$ cat config.mk
export PLATFORM = sky130hd
export DESIGN_NAME = irq_prio_ctl
export DESIGN_NICKNAME = d
export VERILOG_FILES = /design/src/rtl/irq_prio_ctl.sv
export SDC_FILE = /design/constraint.sdc
export NUM_CORES = 1
export LEC_CHECK = 0
export BUFFER_PORTS_ARGS = -buffer_cell sky130_fd_sc_hd__buf_2
export CAP_MARGIN = 10
export CORE_MARGIN = 1
export CORE_UTILIZATION = 39
export DETAILED_ROUTE_END_ITERATION = 10
export PLACE_DENSITY_LB_ADDON = 0.12
export SETUP_SLACK_MARGIN = 0.15
export SYNTH_ARGS = -nofsm -noshare
export SYNTH_HDL_FRONTEND = slang
export SYNTH_SLANG_ARGS = --single-unit
export TNS_END_PERCENT = 50
$ cat constraint.sdc
create_clock -name clk -period 1.9 [get_ports clk]
set_input_delay 0.38 -clock clk [delete_from_list [all_inputs] [get_ports clk]]
set_output_delay 0.38 -clock clk [all_outputs]
set_load 0.05 [all_outputs]
$ cat src/rtl/irq_prio_ctl.sv
module irq_prio_ctl #(
  parameter int AW = 16
) (
  input  logic          clk,
  input  logic          rst_n,
  input  logic          trap_in,
  input  logic          rst75_in,
  input  logic          rst65_in,
  input  logic          rst55_in,
  input  logic          intr_in,
  input  logic          boundary,
  input  logic          en_cmd,
  input  logic          dis_cmd,
  input  logic          msk_wr,
  input  logic [2:0]    msk_val,
  input  logic          msk_clr75,
  input  logic [2:0]    sw_num,
  output logic [AW-1:0] sw_vec,
  output logic          pend,
  output logic [AW-1:0] vec_addr,
  output logic          vec_ext,
  output logic          take,
  output logic [AW-1:0] take_vec,
  output logic          take_ext,
  output logic          inta_n
);
  localparam logic [AW-1:0] V_TRAP = AW'(16'h0024);
  localparam logic [AW-1:0] V_R75  = AW'(16'h003C);
  localparam logic [AW-1:0] V_R65  = AW'(16'h0034);
  localparam logic [AW-1:0] V_R55  = AW'(16'h002C);

  logic       trap_q, trap_hit, r75_q, r75_hit, ie;
  logic [2:0] mask;

  wire trap_req = trap_hit & trap_in;
  wire r75_req  = r75_hit & ~mask[2];
  wire r65_req  = rst65_in & ~mask[1];
  wire r55_req  = rst55_in & ~mask[0];
  wire win75    = ~trap_req & ie & r75_req;
  wire accept   = boundary & pend;

  assign sw_vec = AW'({sw_num, 3'b000});
  assign pend   = trap_req | (ie & (r75_req | r65_req | r55_req | intr_in));

  always_comb begin
    vec_addr = '0;
    vec_ext  = 1'b0;
    if (trap_req)            vec_addr = V_TRAP;
    else if (ie & r75_req)   vec_addr = V_R75;
    else if (ie & r65_req)   vec_addr = V_R65;
    else if (ie & r55_req)   vec_addr = V_R55;
    else if (ie & intr_in)   vec_ext  = 1'b1;
  end

  always_ff @(posedge clk or negedge rst_n) begin
    if (!rst_n) begin
      trap_q   <= 1'b1;
      trap_hit <= 1'b0;
      r75_q    <= 1'b0;
      r75_hit  <= 1'b0;
      ie       <= 1'b0;
      mask     <= 3'b111;
      take     <= 1'b0;
      take_vec <= '0;
      take_ext <= 1'b0;
      inta_n   <= 1'b1;
    end else begin
      trap_q <= trap_in;
      if (trap_in & ~trap_q)                    trap_hit <= 1'b1;
      else if (~trap_in | (accept & trap_req))  trap_hit <= 1'b0;

      r75_q <= rst75_in;
      if (rst75_in & ~r75_q)                           r75_hit <= 1'b1;
      else if ((accept & win75) | (msk_wr & msk_clr75)) r75_hit <= 1'b0;

      if (msk_wr) mask <= msk_val;

      if (accept)       ie <= 1'b0;
      else if (dis_cmd) ie <= 1'b0;
      else if (en_cmd)  ie <= 1'b1;

      take   <= accept;
      inta_n <= ~(accept & vec_ext);
      if (accept) begin
        take_vec <= vec_addr;
        take_ext <= vec_ext;
      end
    end
  end

  AST_ONE_SHOT:      assert property (@(posedge clk) disable iff (!rst_n) take |=> !take);
  AST_AT_BOUNDARY:   assert property (@(posedge clk) disable iff (!rst_n) take |-> $past(boundary));
  AST_ENABLE_DROPS:  assert property (@(posedge clk) disable iff (!rst_n) take |-> !ie);
  AST_ACK_FOR_EXT:   assert property (@(posedge clk) disable iff (!rst_n) !inta_n |-> (take && take_ext));
  AST_OFF_ONLY_TRAP: assert property (@(posedge clk) disable iff (!rst_n) (pend && !ie) |-> trap_in);
  AST_TRAP_LEVEL:    assert property (@(posedge clk) disable iff (!rst_n) (vec_addr == V_TRAP) |-> trap_in);
endmodule

* Yosys cells after proc, flatten, opt, wreduce, memory -nomap -nowiden
Index checks and enable logic that the tools add are counted.
** Operators by class
- Bitwise logic cells :: 32
- Reduce and logical (&&, ||, !) cells :: 3
- Mux-type cells :: 16
** Operator list (number)
- 6-bit 2-to-1 mux :: 4
- 1-bit AND :: 18
- 1-bit 2-to-1 mux :: 12
- 1-bit NOT :: 8
- 1-bit OR :: 6
- 2-bit nonzero test :: 2
- 3-bit nonzero test :: 1
** Storage, ports and cells
- Output and inout bits :: 53
- Word-level logic and storage cells :: 61
- Register bits after elaboration :: 27

* Depth between registers and ports, before layout
Gate-level depths: netlist (run 1).
- Depth in word-level cells :: 12
- Depth in mapped cells :: 4
- Mapped depth without buffers :: 4

* Least setup slack after synthesis (run 1)
OpenSTA, ideal clock, no wires.
- Kind :: register to output
- From :: register mask[2]
- To :: output port vec_ext
- Setup slack :: -0.629 ns
- Cell stages (with the launch flop) :: 5
- Arrival :: 2.149 ns
- Path buffers :: 0
- Cell sequence :: dfstp_2 nor2b_4 o21ai_2 nand3_1 nor2_1
** On the way
- Longest elaborated chain between the ends :: 5
** RTL lines
- start, declared :: RTL line 33 : logic [2:0] mask;
- start signal, assigned :: RTL line 76 : if (msk_wr) mask <= msk_val;
- 1-bit NOT :: RTL line 36 : wire r75_req = r75_hit & ~mask[2];
- 1-bit AND :: RTL line 36
- 1-bit AND :: RTL line 49 : else if (ie & r75_req) vec_addr = V_R75;
- 1-bit 2-to-1 mux :: RTL line 49
- 1-bit 2-to-1 mux :: RTL line 48 : if (trap_req) vec_addr = V_TRAP;
- end, declared :: RTL line 21 : output logic vec_ext,
No other way between the ends.

* Worst setup path in the final report (run 1)
- From :: register mask[1]
- To :: output port vec_ext
** On the way
- Longest elaborated chain between the ends :: 6
** RTL lines
- 1-bit NOT :: RTL line 37 : wire r65_req = rst65_in & ~mask[1];
- 1-bit AND :: RTL line 37
- 1-bit AND :: RTL line 50 : else if (ie & r65_req) vec_addr = V_R65;
- 1-bit 2-to-1 mux :: RTL line 50
- 1-bit 2-to-1 mux :: RTL line 49
- 1-bit 2-to-1 mux :: RTL line 48
No other way between the ends.

==> metrics, run 1 <==
run status=complete, no violations; Initial Util=41.5%; Nets=142; grt ovf=0; CTS max path bufs=2; endpoints failing setup=0; worst slack, placed=roughly 0.13 ns; Peak Freq=between 500 and 600 MHz; post-synthesis sequential area ratio=about two fifths; clk_lat worst skew=between 0.2 and 0.3 ns; routed vias=600; vias in the first global route=520; cts bufs inserted=3; Post-synth EDFFs=0; GRT Overall Usage=between 10 and 15%; Final Instance Area=1060 µm²; clock skew=0.000473 ns; RSZ-0062 raised after global routing=true; Area contributors post-synth=buf_4 (34%), dfrtp_1 (25%), dfstp_2 (14%); I/O pins=slightly above 70; die height=~51 µm; Detailed Place HPWL=around 1.1 mm; largest net degree at the start of global routing=15; worst min path class=in2reg; initial antenna violation count=0; die width=about 51 µm; final hold vios=0; VDD IR-drop max=about 0.00050 V; clk sinks=14; DR WL/cell=between 9 and 10 µm; Setup crit start kind=flip-flop; #FFs+latches synth=14; Avg Vias per Cell=between 3 and 4; post-synthesis cell area=approximately 920 µm²; Yosys top cell area share=34.3%; crit path max fanout=4; fraction of the cycle the final worst path needs=97.7%; Syn Inst Count=between 90 and 100; CP endpoint kind=primary output; Slew Viols, Final=0; Crit path required time=1.52 ns; final worst slack=~0.043 ns; Synth Flop Type=dfrtp_1; Power Dens Cells=997 nW/µm²; Worst-path clk slew=approximately 0.08 ns; routability congestion estimate=roughly 0.72; Cell Rows=17; number of DRC markers in iteration 0=7; Synth warnings=0; maxcap violations=0; CTS tree=yes; WL final=1.37 mm; first-pass GRT wire length=between 2 and 2.5 mm; FFs w/ async S/R, synth=100%; critical path class=reg2out; placed cell area=940 µm²; minimum clock period=between 1.5 and 2 ns; share of cells above drive strength 1=between 40% and 50%; synthesized area per cell=approximately 10 µm²; 1st-pass router iterations=4; Remaining DRCs=0; r2r worst-path depth=5; leakage power=approximately 0.57 nW; antenna cells=0; H-tree Lvls=1; Final Power=about 1.1 mW; die footprint=~2600 µm²; Yosys top cell by area=buf_4; Antenna Nets Post-Route=0; post-synthesis cell type count=26; P&R area growth vs syn=15.7%; IO buf count=27; Hold Path Depth=1; worst path arrival time=~1.5 ns; Root Driver=clkbuf_4; reg2reg setup slack=0.32 ns; CORE AREA=~2200 µm²
Yosys cell counts, drive strengths merged (2+ instances only):
master	n
a21boi	2
a21oi	2
buf	42
dfrtp	9
dfstp	5
inv	3
mux2	4
nand2	6
nand3	2
nor2	2
nor2b	2
o21ai	2
or2	2
cell usage in the layout, fill, tap and decap left out, drive strengths merged, types with 3 or more instances in the layout:
cell	instances
buf	32
dfstp	5
dfrtp	9
mux2	4
nand2	6
conb	37
inv	3
clkbuf	4
through the flow:
stage / setup TNS (ns) / util, % / hold WS [ns] / cells
after floorplan: 0 / - / 0.0844 / 128
after global placement: 0 / 42.5 / 0.291 / 142
after detailed placement: 0 / 42.5 / 0.296 / 142
after CTS: 0 / 47.6 / 0.213 / 151
after global routing: -0.0216 / 48.0 / 0.219 / 151
final: 0 / 48.0 / 0.213 / 151
path summary, 6_finish.rpt:
| check | to | from |
|---|---|---|
| worst max register to register | take_vec[3] | mask[1] |
| min in group asynchronous | trap_hit | rst_n |
| worst max-delay path | vec_ext | mask[1] |
| max in group asynchronous | mask[1] | rst_n |
| worst min-delay path | r75_q | rst75_in |
| worst min register to register | r75_hit | r75_q |
flip-flops by register name (all words and copies together) (netlist names):
register  flops
take_ext      1
r75_q         1
ie            1
trap_hit      1
r75_hit       1
inta_n        1
take          1
take_vec      3
mask          3
trap_q        1
cells by family (layout without fill, tap and decap cells):
kind of cell | Yosys count | after routing | synth area share (%)
buffers and inverters | 45 | 40 | 35.6
and+or+nand+nor | 17 | 17 | 10.4
DFF | 14 | 14 | 38.8
AOI/OAI and AO/OA | 11 | 11 | 9.54
muxes | 4 | 4 | 5.31
other | 1 | 37 | 0.408
final cells by class:
| cell class | instances | area, µm² |
|---|---|---|
| fill | 213 | 1150 |
| timing repair buffer | 33 | 210 |
| inverter | 3 | 11.3 |
| clock buffer | 4 | 36.3 |
| multi-input combinational | 69 | 413 |
| tap | 28 | 35.0 |
| sequential | 14 | 357 |
report_power, final:
part / switching (mW) / internal (mW) / leakage, nW
sequential: 0.0218 / 0.340 / 0.164
combinational: 0.377 / 0.106 / 0.387
clock: 0.0983 / 0.117 / 0.0210
total: 0.497 / 0.562 / 0.572
metal layers:
layer	GRT usage, %	vias to the layer above	wire length [µm]
met3	1.82	3	112
met1	13.3	270	572
met5	0	-	0
met4	5.56	0	27
met2	19.3	44	661
li1	-	283	-
worst max-delay path, stage by stage (launching register included):
cell     delay [ns]
dfstp_2        0.55
nor2b_2        0.05
o21ai_4        0.20
nand3_4        0.12
nor2_4         0.11
buf_6          0.16
what timing repair did:
item                                   4_1_cts  5_1_grt
resized for setup                            9        4
pin swaps                                    4        0
hold buffers                                 1        0
buffers inserted                             4        0
setup endpoints to repair                    6        6
endpoints found under the hold margin        9        0
No activity file was read; power rests on OpenSTA's default activity.
==> inputs of run 2 (changes only) <==
==> constraint.sdc (replaced) <==
create_clock -name clk -period 1.9 [get_ports clk]
set_input_delay 0.095 -clock clk [delete_from_list [all_inputs] [get_ports clk]]
set_output_delay 0.095 -clock clk [all_outputs]
set_load 0.05 [all_outputs]
==> run 2 against run 1 <==
- clock skew increased by 0.00066 ns
- sequential power about the same
- first-iteration DRC count grew 110%
- largest cell class unchanged
- global-route usage is 0.29 points higher
==> metrics, run 2 (synthesized netlist as in run 1, its figures left out) <==
crit path max fanout=6; Fillers=around 230; Avg Vias per Cell=about 3.9; fraction of the cycle the final worst path needs=89.7%; final worst slack=between 0.15 and 0.2 ns; minimum clock period=about 1.7 ns; die width=~51 µm; Root Driver=clkbuf_4; leading cell type in the layout, fill and taps excluded=conb_1; antenna cells=0; non-filler cells, final=between 100 and 150; met2 Use GR=approximately 18%; Final Power=approximately 1.0 mW; clk_lat worst skew=between 0.2 and 0.3 ns; grt met1 use=between 10% and 20%; P&R area growth vs syn=9.81%; routability congestion estimate=between 0.6 and 0.7; IO buf count=27; most used routing layer=met2; CORE AREA=2210 µm²; Nets=140; top flop regs=mask x3, take_vec x3; I/O pins=71; worst slack, placed=between 0.3 and 0.4 ns; die height=slightly above 50 µm; vias in the first global route=approximately 500; clk sinks=14; placed cell count=around 140; Final Util=45.6%; Peak Freq=587 MHz; leakage power=~0.54 nW; grt ovf=0; Cell Rows=17; 1st-pass router iterations=4; placed cell area=921 µm²; H-tree Lvls=1; routed vias=575; CTS tree=yes; met3 usage in global routing=under 10%; die footprint=roughly 2600 µm²; GRT Overall Usage=between 10 and 15%; worst path arrival time=1.61 ns; Detailed Place HPWL=~1.1 mm; initial antenna violation count=0; Worst-path clk slew=roughly 0.080 ns; TNS Setup=0 ns; Crit path required time=roughly 1.8 ns; CTS max path bufs=2; endpoints failing setup=0; cts bufs inserted=3; Hold Slack=between 0.04 and 0.05 ns; post-CTS setup-driven buffer insertion count=0; CP endpoint kind=primary output; largest net degree at the start of global routing=15; Slew Viols, Final=0; final hold vios=0; first-pass GRT wire length=2.17 mm; most frequent cells in the layout=conb_1 (37), buf_2 (26), dfrtp_1 (8); WL final=between 1 and 1.5 mm; run status=complete, no violations; Initial Util=about 42%; RSZ-0062 raised after global routing=true; VDD IR-drop max=0.000628 V; Antenna Nets Post-Route=0; clock skew=between 0.001 and 0.0015 ns; Final Instance Area=around 1000 µm²; number of DRC markers in iteration 0=15; Setup crit start kind=flip-flop; share of cells above drive strength 1=about two fifths; maxcap violations=0; Power Dens Cells=between 1000 and 1500 nW/µm²; DR WL/cell=8.86 µm; Remaining DRCs=0; worst min path class=in2reg; critical path class=reg2out
==> run 2: cell type report <==
class / count / area [µm²] / share of cell area [%]
clock buffers: 4 / 36.3 / 3.60
inverters: 3 / 11.3 / 1.12
multi-input cells: 69 / 390 / 38.7
flip-flops and latches: 14 / 358 / 35.5
well taps: 28 / 35.0 / 3.47
repair buffers: 31 / 178 / 17.6
==> run 2: timing repair <==
action	4_1_cts	5_1_grt
endpoints found under the setup margin	1	2
hold buffers	4	0
endpoints found under the hold margin	17	0
resized for setup	2	1
==> run 2: worst max-delay path, stage by stage, from the launching register on <==
cell,delay [ns]
dfstp_2,0.56
nor2b_4,0.05
o21ai_4,0.21
nand3_2,0.18
nor2_4,0.13
buf_4,0.19
==> run 2: routing by layer <==
layer	part of all wire [%]	wire [µm]
met5	0	0
met4	0	0
met3	10	135
met2	47	619
met1	43	565
==> run 2: final timing paths <==
check	start	endpoint	slack [ns]	cells after the start
setup / recovery	mask[2]	vec_ext	0.20	5
hold / removal	msk_val[0]	mask[0]	0.05	2
setup reg to reg	mask[2]	take_vec[3]	0.43	4
hold reg to reg	r75_q	r75_hit	0.42	1
max in group asynchronous	rst_n	inta_n	1.39	2
min in group asynchronous	rst_n	r75_q	0.23	2
==> run 2: power breakdown <==
| group | switching [mW] | internal [mW] |
|---|---|---|
| combinational | 0.368 | 0.0842 |
| sequential | 0.0231 | 0.340 |
| clock | 0.0919 | 0.116 |
==> inputs of run 3 (changes only) <==
--- a/config.mk
+++ b/config.mk
@@ -5,10 +5,11 @@
 export SDC_FILE = /design/constraint.sdc
 export NUM_CORES = 1
 export LEC_CHECK = 0
+export ABC_AREA = 1
 export BUFFER_PORTS_ARGS = -buffer_cell sky130_fd_sc_hd__buf_2
 export CAP_MARGIN = 10
 export CORE_MARGIN = 1
-export CORE_UTILIZATION = 39
+export CORE_UTILIZATION = 41
 export DETAILED_ROUTE_END_ITERATION = 10
 export PLACE_DENSITY_LB_ADDON = 0.12
 export SETUP_SLACK_MARGIN = 0.15
==> run 3 against run 2 <==
- clock power is essentially flat
- clock skew fell by 0.00083 ns
- critical path type unchanged
- utilization rose by 1.6 points
- largest cell class unchanged
- critical path depth up 2
- via count is 20% higher
- sequential share of layout area shrank 2.2 points
- non-clock buffer count decreased by 1
==> metrics, run 3 <==
logic gate share of total power=a little under half; Final Util=a little under half; worst path arrival time=1.51 ns; FFs w/ async S/R, synth=100%; post-CTS setup-driven buffer insertion count=0; Remaining DRCs=0; P&R area growth vs syn=5.53%; number of DRC markers in iteration 0=16; Root Driver=clkbuf_4; most frequent cells in the layout=conb_1 (37), buf_2 (26), nand2_1 (23); Sw Ratio=49.0%; slowest CP cell=dfstp_2; routed vias=a little under 700; Clock power frac=just over 20%; Final Power=roughly 1.0 mW; vias in the first global route=between 500 and 600; CTS tree=yes; DR WL/cell=slightly below 9 µm; grt ovf=0; VDD IR-drop max=0.000445 V; Crit path required time=approximately 1.8 ns; CP endpoint kind=primary output; die width=~52 µm; cell with the most instances after synthesis=buf_4; die footprint=2690 µm²; TNS Setup=0 ns; initial antenna violation count=0; IO buf count=27; leading cell type in the layout, fill and taps excluded=conb_1; antenna cells=0; Antenna Nets Post-Route=0; RSZ-0062 raised after global routing=false; Hold Slack=0.0303 ns; top flop regs=mask x3, take_vec x3; Setup crit start kind=flip-flop; synthesized area per cell=8.49 µm²; final hold vios=0; P_int=between 500 and 600 µW; #FFs+latches synth=14; post-synthesis sequential area ratio=35.0%; cts bufs inserted=3; worst path cell trace=inv_1 > nand3_4 > nand2_4 > nor2_2 > nand2_1 > nor2_4 > buf_4; Nets=~170; Post-synth EDFFs=0; I/O pins=around 70; WL final=between 1.5 and 2 mm; first-pass GRT wire length=between 2 and 2.5 mm; Worst path max stage delay=approximately 0.52 ns; clk sinks=14; GRT Overall Usage=12.7%; leakage power=0.642 nW; largest net degree at the start of global routing=15; crit path max fanout=3; CTS max path bufs=2; worst min path class=in2reg; routed wire length on met2=about 700 µm; clock skew=about 0.0003 ns; Reg power frac=a little over a third; die height=~52 µm; Syn Inst Count=120; H-tree Lvls=1; Slew Viols, Final=0; uppermost routed layer=met4; Synth Flop Type=dfrtp_1; top cells by instance count after synthesis=buf_4 (42), nand2_1 (23), dfrtp_1 (9), inv_1 (8); Initial Util=~45%; Yosys top cell by area=buf_4; fraction of the cycle the final worst path needs=84.3%; endpoints failing setup=0; Power Dens Cells=973 nW/µm²; minimum clock period=1.60 ns; 1st-pass router iterations=2; CORE AREA=approximately 2300 µm²; run status=complete, no violations; Peak Freq=625 MHz; Met3 Wirelength=between 100 and 150 µm; Detailed Place HPWL=1.26 mm; Area contributors post-synth=buf_4 (31%), dfrtp_1 (22%), dfstp_2 (13%); routability congestion estimate=approximately 0.75; post-synthesis cell type count=20; maxcap violations=0; post-synthesis cell area=1020 µm²; clk_lat worst skew=roughly 0.27 ns; Avg Vias per Cell=slightly below 4; sw power=around 510 µW; Cell Rows=17; Yosys top cell area share=a little under a third; Fillers=246; critical path class=reg2out; Worst-path clk slew=~0.080 ns; Post-Route M1 WL=approximately 700 µm; Synth warnings=0; share of cells above drive strength 1=between 30% and 40%
## run 3: changes by cell type after synthesis, moves of 2 or more
| cell | change |
|---|---|
| inv_1 | +5 |
| nand2_1 | +17 |
| nand2_2 | +3 |
| mux2_2 | -3 |
| a21oi_1 | -2 |
| nand3_1 | +3 |
| o21ai_0 | +4 |
| inv_2 | +3 |
| or2_1 | -2 |
| nand2_4 | +2 |
| nand3_2 | +3 |
| nor2_2 | +3 |
## run 3: area by class of cell
cell class | instances | area, µm² | area share, %
Tap cell | 28 | 35.0 | 3.26
Inverter | 11 | 41.3 | 3.84
Sequential cell | 14 | 358 | 33.3
Clock buffer | 4 | 36.3 | 3.38
Timing Repair Buffer | 30 | 168 | 15.6
Multi-Input combinational cell | 88 | 437 | 40.6
## run 3: path summary, 6_finish.rpt
path	start	to	slack [ns]	cells past startpoint
worst max register to register	mask[1]	take_vec[2]	0.72	7
worst max-delay path	mask[2]	vec_ext	0.30	7
min in group asynchronous	rst_n	take_vec[2]	0.24	2
worst min-delay path	msk_val[0]	mask[0]	0.03	3
max in group asynchronous	rst_n	mask[2]	1.37	2
worst min register to register	r75_q	r75_hit	0.42	1
## run 3: power by group through the flow
stage	clock [mW]	sequential, mW	combinational (mW)
5_1_grt	0.246	0.369	0.499
6_report	0.211	0.362	0.472
4_1_cts	0.225	0.362	0.473
3_3_place_gp	0	0.366	0.467
3_5_place_dp	0	0.368	0.468
2_1_floorplan	0	0.435	0.412
## run 3: through the flow
stage | std cells | setup WS (ns) | cell area, µm²
5_1_grt | 175 | 0.180 | 1070
6_report | 175 | 0.299 | 1070
3_5_place_dp | 168 | 0.528 | 1000
2_1_floorplan | 156 | 0.272 | 1160
3_3_place_gp | 168 | 0.549 | 1000
4_1_cts | 175 | 0.205 | 1070
## run 3: timing repair
action | CTS | global route
hold buffers | 3 | 0
endpoints found under the hold margin | 16 | 0
resized for setup | 0 | 3
endpoints found under the setup margin | 0 | 3
## run 3: kinds of logic after synthesis
logic type | after synthesis | share of synthesized area (%)
and+or+nand+nor | 43 | 22.9
AOI/OAI and AO/OA | 8 | 5.65
DFF | 14 | 35.0
buffers and inverters | 54 | 36.1
other | 1 | 0.368
## run 3: critical path, delay by kind of cell, from the launching register on
kind	cells	cell delay, ns
buffers and inverters	2	0.26
DFF	1	0.52
and+or+nand+nor	5	0.44
## run 3: metal layers
metal,GRT usage (%),vias up
met5,0,-
met4,7.21,0
met3,3.51,4
met2,19.7,39
met1,15.6,303
li1,-,346
